[config.mk]
export PLATFORM = sky130hd
export DESIGN_NAME = bus_watchpoint
export DESIGN_NICKNAME = d
export VERILOG_FILES = /design/src/rtl/wp_pkg.sv /design/src/rtl/wp_cfg_regs.sv /design/src/rtl/wp_addr_qual.sv /design/src/rtl/wp_data_cmp.sv /design/src/rtl/bus_watchpoint.sv
export SDC_FILE = /design/constraint.sdc
export NUM_CORES = 1
export LEC_CHECK = 0
export BUFFER_PORTS_ARGS = -buffer_cell sky130_fd_sc_hd__buf_2
export CAP_MARGIN = 20
export CORE_UTILIZATION = 50
export DETAILED_ROUTE_END_ITERATION = 12
export GPL_TIMING_DRIVEN = 0
export HOLD_SLACK_MARGIN = 0.08
export PLACE_DENSITY = 0.76
export SLEW_MARGIN = 20
export SYNTH_ARGS = -nofsm -noshare
export SYNTH_HDL_FRONTEND = slang
export SYNTH_SLANG_ARGS = --single-unit
[constraint.sdc]
create_clock -name clk -period 2.9 [get_ports clk]
set_input_delay 0.145 -clock clk [delete_from_list [all_inputs] [get_ports clk]]
set_output_delay 0.145 -clock clk [all_outputs]
set_load 0.01 [all_outputs]
[src/rtl/wp_pkg.sv]
package wp_pkg;

    localparam int WP_AW     = 16;
    localparam int WP_DW     = 16;
    localparam int WP_LANE_W = WP_DW / 2;
    localparam int WP_SEL_W  = 2;

    typedef logic [WP_AW-1:0] wp_addr_t;
    typedef logic [WP_DW-1:0] wp_data_t;

    typedef enum logic [WP_SEL_W-1:0] {
        WP_REG_ADDR = 2'd0,
        WP_REG_DATA = 2'd1,
        WP_REG_MASK = 2'd2,
        WP_REG_CTRL = 2'd3
    } wp_reg_e;

    localparam int WP_CTRL_DIFF  = 0;
    localparam int WP_CTRL_SZEN  = 1;
    localparam int WP_CTRL_SZSEL = 2;

    typedef struct packed {
        wp_addr_t addr;
        wp_data_t data;
        wp_data_t mask;
        logic     diff;
        logic     size_en;
        logic     size_sel;
    } wp_cfg_t;

    // Lanes a given access actually touches (big-endian: even -> high lane).
    function automatic wp_data_t wp_lane_mask(input logic is_byte, input logic odd);
        wp_data_t m;
        if (!is_byte)
            m = '1;
        else if (odd)
            m = {{WP_LANE_W{1'b0}}, {WP_LANE_W{1'b1}}};
        else
            m = {{WP_LANE_W{1'b1}}, {WP_LANE_W{1'b0}}};
        return m;
    endfunction

endpackage

[src/rtl/wp_cfg_regs.sv]
module wp_cfg_regs
    import wp_pkg::*;
#(
    parameter bit HAS_DIFF = 1'b1,
    parameter bit HAS_SIZE = 1'b1
) (
    input  logic                clk,
    input  logic                rst,
    input  logic                we,
    input  logic [WP_SEL_W-1:0] sel,
    input  wp_data_t            wdata,
    output wp_cfg_t             cfg_o
);

    wp_cfg_t cfg_q;
    wire unused_ctrl_hi = ^wdata[WP_DW-1:WP_CTRL_SZSEL+1];

    always_ff @(posedge clk) begin
        if (rst) begin
            cfg_q <= '0;
        end else if (we) begin
            unique case (wp_reg_e'(sel))
                WP_REG_ADDR: cfg_q.addr <= wp_addr_t'(wdata);
                WP_REG_DATA: cfg_q.data <= wdata;
                WP_REG_MASK: cfg_q.mask <= wdata;
                WP_REG_CTRL: begin
                    cfg_q.diff     <= HAS_DIFF ? wdata[WP_CTRL_DIFF]  : 1'b0;
                    cfg_q.size_en  <= HAS_SIZE ? wdata[WP_CTRL_SZEN]  : 1'b0;
                    cfg_q.size_sel <= HAS_SIZE ? wdata[WP_CTRL_SZSEL] : 1'b0;
                end
                default: ;
            endcase
        end
    end

    assign cfg_o = cfg_q;

endmodule

[src/rtl/wp_addr_qual.sv]
module wp_addr_qual
    import wp_pkg::*;
(
    input  wp_addr_t tgt_addr,
    input  wp_addr_t bus_addr,
    input  logic     is_byte,
    input  logic     size_en,
    input  logic     size_sel,
    output logic     hit_o
);

    logic addr_eq;
    logic size_ok;

    always_comb begin
        addr_eq = (bus_addr == tgt_addr);
        size_ok = !size_en || (is_byte == size_sel);
        hit_o   = addr_eq && size_ok;
    end

endmodule

[src/rtl/wp_data_cmp.sv]
module wp_data_cmp
    import wp_pkg::*;
#(
    parameter bit HAS_SIZE = 1'b1
) (
    input  wp_data_t cmp_data,
    input  wp_data_t mask,
    input  logic     diff,
    input  wp_data_t bus_data,
    input  logic     addr_lsb,
    input  logic     is_byte,
    output logic     hit_o
);

    wp_data_t eff_mask;
    wp_data_t delta;

    generate
        if (HAS_SIZE) begin : g_lane
            assign eff_mask = mask & wp_lane_mask(is_byte, addr_lsb);
        end else begin : g_full
            wire unused_lane = addr_lsb ^ is_byte;
            assign eff_mask = mask;
        end
    endgenerate

    always_comb begin
        delta = (bus_data ^ cmp_data) & eff_mask;
        hit_o = diff ? (|delta) : ~(|delta);
    end

endmodule

[src/rtl/bus_watchpoint.sv]
module bus_watchpoint
    import wp_pkg::*;
#(
    parameter bit HAS_DIFF = 1'b1,
    parameter bit HAS_SIZE = 1'b1
) (
    input  logic                clk,
    input  logic                rst,
    input  logic                cfg_we,
    input  logic [WP_SEL_W-1:0] cfg_sel,
    input  logic [WP_DW-1:0]    cfg_wdata,
    input  logic                bus_valid,
    input  logic [WP_AW-1:0]    bus_addr,
    input  logic [WP_DW-1:0]    bus_data,
    input  logic                bus_byte,
    output logic                match_o
);

    wp_cfg_t cfg_q;
    logic    addr_hit;
    logic    data_hit;
    logic    match_q;

    wp_cfg_regs #(.HAS_DIFF(HAS_DIFF), .HAS_SIZE(HAS_SIZE)) u_regs (
        .clk   (clk),
        .rst   (rst),
        .we    (cfg_we),
        .sel   (cfg_sel),
        .wdata (cfg_wdata),
        .cfg_o (cfg_q)
    );

    wp_addr_qual u_addr (
        .tgt_addr (cfg_q.addr),
        .bus_addr (bus_addr),
        .is_byte  (bus_byte),
        .size_en  (cfg_q.size_en),
        .size_sel (cfg_q.size_sel),
        .hit_o    (addr_hit)
    );

    wp_data_cmp #(.HAS_SIZE(HAS_SIZE)) u_data (
        .cmp_data (cfg_q.data),
        .mask     (cfg_q.mask),
        .diff     (cfg_q.diff),
        .bus_data (bus_data),
        .addr_lsb (bus_addr[0]),
        .is_byte  (bus_byte),
        .hit_o    (data_hit)
    );

    always_ff @(posedge clk) begin
        if (rst) match_q <= 1'b0;
        else     match_q <= bus_valid && addr_hit && data_hit;
    end

    assign match_o = match_q;

endmodule

==> impl_metrics.json, run 1 <==
{
  "cts_sinks": 52,
  "ys_types": 27,
  "synth_area_mm2": 0.00229,
  "crit_start": "u_regs.cfg_o[24]",
  "h-tree-depth": 2,
  "rows": 24,
  "num-fill-cells": 425,
  "grt_pass1_wl_um": 9680,
  "crit_path_end_kind": "flip-flop",
  "routabilityCongestion": 0.851,
  "worst_pin_slew_ns": 0.766,
  "start_kind": "flip-flop",
  "setup_viol": 0,
  "peakVddDrop_uv": 273,
  "drive_above_1_share_pct": 18.8,
  "reg2reg_slack_ns": 1.06,
  "postCtsSetupBuffers": 0,
  "worstPathCellList": "xor2_1, a22oi_1, nand2_1, o211a_1, or4b_1, a21oi_1",
  "clk_pin_slew_ns": 0.10,
  "worst-endpoint-arrival_ns": 2.08,
  "syn_avg_cell_area_um2": 7.91,
  "cts_hold_buffers": 0,
  "r2r_start": "u_regs.cfg_o[24]",
  "cts_buffer_depth": 2,
  "rsz0062_at_grt": "no",
  "wl_per_cell_um": 14.3,
  "r2r_cells": 6,
  "first_pass_iters": 4,
  "synth_top_area_cell": "dfxtp_1",
  "slew_viol_final": 0,
  "vias": 2163,
  "cp_slowest_cell": "or4b_1",
  "multi_input_area_mm2": 0.00119,
  "io_pins": 56,
  "die-area_mm2": 0.00486,
  "fin_nets": 405,
  "viasPerCell": 5.37,
  "port_buffers": 53,
  "cts_tree": "done",
  "cts_resized": 0,
  "required_ns": 3.14,
  "antenna_left": 0,
  "fin_crit_sh_pct": 63.4,
  "hp-class": "input port to flip-flop",
  "drt-initial-drc-count": 119,
  "slowest_delay_ns": 0.50,
  "p_leak_uw": 0.00108,
  "area_growth_pct": 19.3,
  "critPathMaxFanout": 2,
  "gr-total-overflow": 0,
  "ys_seq_area_share_pct": 45.4,
  "power_density_mw_per_mm2": 521,
  "yosysTopAreaCellShare_pct": 45.4,
  "status": "finished clean",
  "grt_antenna_before_repair": 0,
  "clk_latency_ns": 0.31,
  "initial_core_util_pct": 52.3,
  "diodes": 0,
  "maxCapViolations": 0,
  "yosysWarnings": 0,
  "first_global_vias": 2118,
  "numCtsBuffers": 5,
  "finalHoldViolations": 0,
  "maxSlewHeadroom_pct": 48.8,
  "grt_max_degree": 17,
  "p_total_uw": 1420,
  "synth_seq_cells": 52,
  "grt_usage_pct": 25.5,
  "regArea_mm2": 0.00104,
  "clock_skew_ns": 0.00866,
  "cts-root-buf": "clkbuf_8",
  "critPathKind": "flip-flop to flip-flop",
  "die_x_um": 69.7,
  "die_h_um": 69.7,
  "hpwl_um": 4280,
  "max_freq_mhz": 544,
  "synthCells": 290,
  "min_period_ns": 1.84,
  "drc_errors": 0,
  "critPathCapture": "match_o",
  "reg2reg_to": "match_o",
  "finalWirelength_um": 5780,
  "core_area_mm2": 0.00438,
  "syn_nets": 345,
  "synthTopCellsByArea": "dfxtp_1 45%, nand2_1 17%, a21oi_1 11%, xnor2_1 6.9%, xor2_1 5.7%",
  "tns_ns": 0,
  "min-delay-start": "cfg_wdata[8]"
}
## power breakdown
part	switching [uW]	leakage, uW	internal [uW]	total, uW
combinational	97.8	0.000601	75.5	173
sequential	14.1	0.000422	737	751
clock	245	0.0000541	256	501
## layer usage
layer	vias up	part of all wire (%)	GRT usage, %
li1	1074	-	-
met1	1000	45	32.6
met4	0	1.1	7.11
met2	81	47	43.3
met5	-	0	0
met3	8	6.2	5.81
## cells by family after synthesis
kind of cell	count (synthesis)	share of synthesized area, %
flip-flops	52	45.4
AND/OR/NAND/NOR	125	22.8
XOR/XNOR	33	12.6
buffers and inverters	17	2.78
AO/OA/AOI/OAI	60	15.1
multiplexers	3	1.31
## how the worst min path moves through the flow
stage / endpoint / cells after the start
final: u_regs.cfg_o[27] / 3
after global routing: u_regs.cfg_o[11] / 3
after CTS: u_regs.cfg_o[11] / 3
after detailed placement: u_regs.cfg_o[11] / 3
after global placement: u_regs.cfg_o[43] / 3
after floorplan: u_regs.cfg_o[10] / 2
## cell usage after synthesis
| cell type | n |
|---|---|
| nand2_1 | 101 |
| dfxtp_1 | 52 |
| a21oi_1 | 50 |
| xnor2_1 | 18 |
| clkbuf_1 | 15 |
| xor2_1 | 15 |
| nor2_1 | 7 |
| nand4_1 | 5 |
| a22oi_1 | 3 |
| a22oi_2 | 3 |
| mux2i_1 | 3 |
| nand3_1 | 3 |
| a32oi_1 | 1 |
| and2b_1 | 1 |
| and3b_1 | 1 |
| buf_1 | 1 |
| inv_1 | 1 |
| nand3b_1 | 1 |
| nand4b_1 | 1 |
| nor3b_1 | 1 |
| nor4_1 | 1 |
| o211a_1 | 1 |
| o311ai_0 | 1 |
| o41ai_1 | 1 |
| or2_2 | 1 |
| or3b_2 | 1 |
| or4b_1 | 1 |
## placed cells by master (no fill, tap or decap), drive strengths merged, types with 5 or more instances in the layout
| cell type | instances |
|---|---|
| nand2 | 101 |
| xnor2 | 18 |
| dfxtp | 52 |
| buf | 54 |
| xor2 | 15 |
| a21oi | 50 |
| clkbuf | 20 |
| a22oi | 6 |
| nand4 | 5 |
| nor2 | 7 |
## flip-flops by register name (all words and copies together) (netlist names)
signal	flops
u_regs.cfg_o	51
match_o	1
## critical path, delay by kind of cell (launching register included)
family	cells	cell delay (ns)
AOI/OAI and AO/OA	3	0.70
xor gates and xnor gates	1	0.16
DFF	1	0.33
and+or+nand+nor	2	0.59
## metrics by stage
stage	worst slack, ns	instances	instance area (um^2)	util [%]	hold slack (ns)
after floorplan	1.29	290	2290	-	0.281
after global placement	1.09	395	2620	59.8	0.414
after detailed placement	1.07	395	2620	59.8	0.420
after CTS	1.05	403	2740	62.4	0.0893
after global routing	0.986	403	2740	62.4	0.0994
final	1.06	403	2740	62.4	0.0870
## final cells by class
type / count / area share (%)
clock buffers: 5 / 2.52
plain buffers: 16 / 2.20
flip-flops and latches: 52 / 38.1
clock inverters: 3 / 1.56
inverters: 1 / 0.137
multi-input cells: 221 / 43.5
repair buffers: 53 / 9.70
well taps: 52 / 2.38
No activity file was read; power rests on OpenSTA's default activity.
==> run 2, diff against run 1 <==
==> constraint.sdc (replaced) <==
create_clock -name clk -period 1.7 [get_ports clk]
set_input_delay 0.085 -clock clk [delete_from_list [all_inputs] [get_ports clk]]
set_output_delay 0.085 -clock clk [all_outputs]
set_load 0.01 [all_outputs]
==> impl_metrics.json, run 2 (same netlist as run 1, synthesis figures left out) <==
{
  "violations": "setup timing",
  "area_growth_pct": 27.0,
  "wl_per_cell_um": 14.5,
  "max_freq_mhz": 564,
  "grt_pass1_wl_um": 10200,
  "clk_latency_ns": 0.31,
  "cts_buffer_depth": 2,
  "rows": 24,
  "maxCapViolations": 0,
  "grt_max_degree": 17,
  "layout_common_cells": "101 x nand2_1, 53 x buf_2, 49 x a21oi_1, 49 x dfxtp_1, 18 x xnor2_1",
  "antenna_left": 0,
  "fin_ws_ns": -0.0719,
  "drive_above_1_share_pct": 19.6,
  "first_global_vias": 2242,
  "io_pins": 56,
  "port_buffers": 53,
  "critical_path_depth": 6,
  "worst_pin_slew_ns": 0.741,
  "power_density_mw_per_mm2": 848,
  "grt_usage_pct": 26.9,
  "critPathCapture": "match_o",
  "hpwl_um": 4280,
  "cts_sinks": 52,
  "peakVddDrop_uv": 502,
  "crit_start": "u_regs.cfg_o[33]",
  "start_kind": "flip-flop",
  "cp_slowest_cell": "or4b_4",
  "r2r_cells": 6,
  "routabilityCongestion": 0.851,
  "drt-initial-drc-count": 130,
  "vias": 2207,
  "fin_nets": 421,
  "crit_path_end_kind": "flip-flop",
  "fin_crit_sh_pct": 104,
  "drc_errors": 0,
  "cts_tree": "done",
  "core_area_mm2": 0.00438,
  "grt_antenna_before_repair": 0,
  "reg2reg_slack_ns": -0.07,
  "finalWirelength_um": 6060,
  "rsz0062_at_grt": "yes",
  "viasPerCell": 5.27,
  "finalHoldViolations": 0,
  "h-tree-depth": 2,
  "initial_core_util_pct": 52.3,
  "fin_hold_ws_ns": 0.0968,
  "critPathMaxFanout": 2,
  "min_period_ns": 1.77,
  "tns_ns": -0.0719,
  "gr-total-overflow": 0,
  "clock_skew_ns": 0.00770,
  "r2r_start": "u_regs.cfg_o[33]",
  "crit_family": "simple AND/OR/NAND/NOR gates",
  "worstPathCellList": "xor2_1, a22oi_2, nand2_1, o211a_1, or4b_4, a21oi_2",
  "die_x_um": 69.7,
  "first_pass_iters": 4,
  "postCtsSetupBuffers": 0,
  "slew_viol_final": 0,
  "path_buf_inv": 0,
  "slowest_delay_ns": 0.53,
  "worst-endpoint-arrival_ns": 2.02,
  "p_total_uw": 2470,
  "min_path_cells": 2,
  "cts-root-buf": "clkbuf_8",
  "critPathKind": "flip-flop to flip-flop",
  "numCtsBuffers": 5,
  "maxSlewHeadroom_pct": 50.5,
  "largest_reg_flops": 51,
  "clk_pin_slew_ns": 0.10,
  "reg2reg_to": "match_o",
  "hp-class": "input port to flip-flop",
  "status": "finished, violations left",
  "die_h_um": 69.7,
  "diodes": 0,
  "die-area_mm2": 0.00486,
  "layout_commonest_cell": "nand2_1",
  "setup_viol": 1,
  "fin_cells": 419,
  "required_ns": 1.95,
  "p_leak_uw": 0.00114,
  "placed_cells": 395
}
[run 2: worst min-delay path by stage]
| stage | start | slack [ns] | to |
|---|---|---|---|
| after floorplan | cfg_wdata[7] | 0.22 | u_regs.cfg_o[10] |
| final | rst | 0.1 | u_regs.cfg_o[26] |
| after CTS | rst | 0.1 | u_regs.cfg_o[26] |
| after global placement | cfg_wdata[8] | 0.35 | u_regs.cfg_o[43] |
| after global routing | rst | 0.13 | u_regs.cfg_o[26] |
| after detailed placement | cfg_wdata[8] | 0.36 | u_regs.cfg_o[11] |
[run 2: power breakdown]
part,internal [uW],switching [uW]
logic,158,174
registers,1260,24.7
clock network,436,420
[run 2: area by class of cell]
class                      count  area, um^2
buffer                        16        60.1
clock buffer                   5        68.8
clock inverter                 3        42.5
fill                         404        1470
inverter                       1        3.75
multi-input combinational    221        1200
sequential                    52        1040
tap                           52        65.1
timing repair buffer          69         425
[run 2: timing repair]
action                                  in CTS  in global routing
endpoints found under the setup margin       1                  1
endpoints found under the hold margin       49                  0
hold buffers                                16                  0
gates resized for setup                      5                  1
pin swaps                                   10                  0
[run 2: per-stage QoR]
step / util [%] / area [um^2] / setup WS, ns
global route: 66.4 / 2910 / -0.122
CTS: 66.3 / 2910 / -0.0395
detailed placement: 59.8 / 2620 / -0.131
floorplan: - / 2290 / 0.0879
finish: 66.4 / 2910 / -0.0719
global placement: 59.8 / 2620 / -0.112
[run 2: worst reg2reg max path, delay by kind of cell (launching register included)]
kind,cells,cell delay (ns)
simple gates,2,0.62
compound gates,3,0.60
flops,1,0.34
xor+xnor,1,0.16
[run 2: metal layers]
layer	GRT usage, %	share of wire (%)	vias up
li1	-	-	1107
met2	47.1	48	74
met4	7.56	1.6	0
met1	33.2	44	1015
met5	0	0	-
met3	5.67	5.6	11
==> run 3, diff against run 2 <==
--- a/config.mk
+++ b/config.mk
@@ -7,12 +7,15 @@
 export LEC_CHECK = 0
 export BUFFER_PORTS_ARGS = -buffer_cell sky130_fd_sc_hd__buf_2
 export CAP_MARGIN = 20
-export CORE_UTILIZATION = 50
+export CELL_PAD_IN_SITES_DETAIL_PLACEMENT = 1
+export CELL_PAD_IN_SITES_GLOBAL_PLACEMENT = 2
+export CORE_UTILIZATION = 33
 export DETAILED_ROUTE_END_ITERATION = 12
 export GPL_TIMING_DRIVEN = 0
 export HOLD_SLACK_MARGIN = 0.08
-export PLACE_DENSITY = 0.76
+export PLACE_DENSITY = 0.79
 export SLEW_MARGIN = 20
 export SYNTH_ARGS = -nofsm -noshare
 export SYNTH_HDL_FRONTEND = slang
+export SYNTH_HIERARCHICAL = 1
 export SYNTH_SLANG_ARGS = --single-unit
==> impl_metrics.json, run 3 <==
{
  "status": "finished clean",
  "path_buf_inv": 0,
  "cts_tree": "done",
  "syn_avg_cell_area_um2": 10.2,
  "ys_seq_area_share_pct": 40.6,
  "layout_common_cells": "68 x nand2b_1, 58 x buf_2, 52 x dfxtp_1",
  "routabilityCongestion": 0.731,
  "grt_max_degree": 15,
  "clock_skew_ns": 0.0129,
  "placed_cells": 406,
  "die_x_um": 90.1,
  "finalWirelength_um": 6440,
  "p_total_uw": 2300,
  "synth_area_mm2": 0.00256,
  "hpwl_um": 4910,
  "hp-class": "input port to flip-flop",
  "syn_nets": 307,
  "synth_top_flop_cell": "dfxtp_1",
  "yosysTopAreaCellShare_pct": 40.6,
  "critPathKind": "flip-flop to flip-flop",
  "cts_buffer_depth": 2,
  "maxSlewHeadroom_pct": 65.9,
  "yosysWarnings": 6,
  "setup_viol": 0,
  "crit_family": "compound AO/OA/AOI/OAI gates",
  "synthCells": 252,
  "numCtsBuffers": 5,
  "cts_resized": 0,
  "yosysMostFrequentCell": "nand2b_1",
  "area_growth_pct": 19.0,
  "min_period_ns": 1.52,
  "diodes": 0,
  "grt_antenna_before_repair": 0,
  "rsz0062_at_grt": "no",
  "vias": 1907,
  "max_freq_mhz": 656,
  "wl_per_cell_um": 15.6,
  "multi_input_area_mm2": 0.00145,
  "drive_above_1_share_pct": 22.2,
  "ys_types": 23,
  "first_global_vias": 2019,
  "rows": 31,
  "worst_pin_slew_ns": 0.512,
  "synth_edf_count": 0,
  "initial_core_util_pct": 34.8,
  "viasPerCell": 4.61,
  "first_pass_iters": 4,
  "antenna_left": 0,
  "power_density_mw_per_mm2": 754,
  "crit_path_end_kind": "flip-flop",
  "clk_latency_ns": 0.31,
  "required_ns": 1.96,
  "die-area_mm2": 0.00812,
  "peakVddDrop_uv": 364,
  "synthTopCellsByArea": "dfxtp_1 41%, mux2i_1 20%, nand2b_1 17%, xor2_1 9.9%, nand3_1 2.0%",
  "io_pins": 56,
  "grt_usage_pct": 16.5,
  "synth_seq_cells": 52,
  "fin_cells": 414,
  "h-tree-depth": 2,
  "tns_ns": 0,
  "synth_top_area_cell": "dfxtp_1",
  "fin_crit_sh_pct": 89.7,
  "num-fill-cells": 872,
  "grt_pass1_wl_um": 10300,
  "largest_reg_flops": 51,
  "cts-root-buf": "clkbuf_8",
  "critPathMaxFanout": 2,
  "p_leak_uw": 0.00145,
  "drt-initial-drc-count": 57,
  "port_buffers": 55,
  "async_flop_share_pct": 0,
  "layout_commonest_cell": "nand2b_1",
  "cp_slowest_cell": "dfxtp_1",
  "cts_sinks": 52,
  "gr-total-overflow": 0,
  "regArea_mm2": 0.00104,
  "finalHoldViolations": 0,
  "slew_viol_final": 0,
  "core_area_mm2": 0.00737,
  "worstPathCellList": "xor2_1, a22oi_1, nand2_1, a21oi_1, o21ai_1, xnor2_1, and4b_1",
  "fin_nets": 370,
  "drc_errors": 0,
  "worst-endpoint-arrival_ns": 1.78,
  "ys_top_cells_by_count": "68 x nand2b_1, 52 x dfxtp_1, 51 x mux2i_1",
  "start_kind": "flip-flop",
  "clk_pin_slew_ns": 0.10,
  "maxCapViolations": 0,
  "slowest_delay_ns": 0.33,
  "die_h_um": 90.1
}
## run 3: cell count changes in the layout (fill, tap and decap cells not counted), moves of 14 or more
cell	before	now
mux2i_1	3	51
nand2b_1	0	68
nand2_1	101	3
xor2_1	15	29
dlygate4sd3_1	16	1
a21oi_1	49	1
## run 3: layout make-up
type                    count  area share [%]
clock buffers               6            2.38
plain buffers              13            2.34
repair buffers             56            9.36
multi-input cells         187            47.5
well taps                  99            4.06
clock inverters             1           0.164
flip-flops and latches     52            34.2
## run 3: cells by family (layout without fill, tap and decap cells)
kind of cell,count (synthesis),in the layout,share of synthesized area (%)
flip-flops,52,52,40.6
multiplexers,51,51,19.9
XOR/XNOR,34,34,11.6
AO/OA/AOI/OAI,7,7,2.05
AND/OR/NAND/NOR,95,95,23.0
buffers and inverters,13,76,2.78
## run 3: worst paths after layout
check	start	endpoint	slack [ns]	depth (start not counted)
worst min register to register	u_regs/cfg_o[12]	u_regs/cfg_o[12]	0.48	2
worst max-delay path	u_regs/cfg_o[30]	match_o	0.18	7
worst max register to register	u_regs/cfg_o[30]	match_o	0.18	7
worst min-delay path	cfg_wdata[4]	u_regs/cfg_o[23]	0.10	3
## run 3: metrics by stage
step	setup slack, ns	hold slack (ns)	cell area (um^2)	utilization [%]
after detailed placement	0.206	0.385	2960	40.2
after CTS	0.203	0.110	3050	41.4
after floorplan	0.402	0.283	2560	-
final	0.175	0.104	3050	41.4
after global routing	0.0499	0.100	3050	41.4
after global placement	0.224	0.376	2960	40.2
## run 3: power breakdown
part	internal (uW)	leakage [uW]	switching (uW)
Combinational	164	0.000982	166
Sequential	1260	0.000423	26.9
Clock	281	0.0000410	401
Total	1710	0.00145	594
## run 3: repair_timing
action / in CTS / in global routing
setup buffers: 0 / 0
hold buffers: 1 / 0
hold endpoints to repair: 1 / 0
## run 3: metal layers
metal / vias to the layer above / wire, um / track usage, %
met1: 895 / 3150 / 22.0
met4: 0 / 66 / 4.44
li1: 964 / - / -
met3: 8 / 225 / 2.96
met2: 40 / 3000 / 27.4
met5: - / 0 / 0
## run 3: worst reg2reg max path, stage by stage (launching register included)
cell and delay (ns):
dfxtp_1 0.33, xor2_1 0.17, a22oi_1 0.22, nand2_1 0.11, a21oi_1 0.15, o21ai_1 0.13
xnor2_1 0.18, and4b_1 0.20
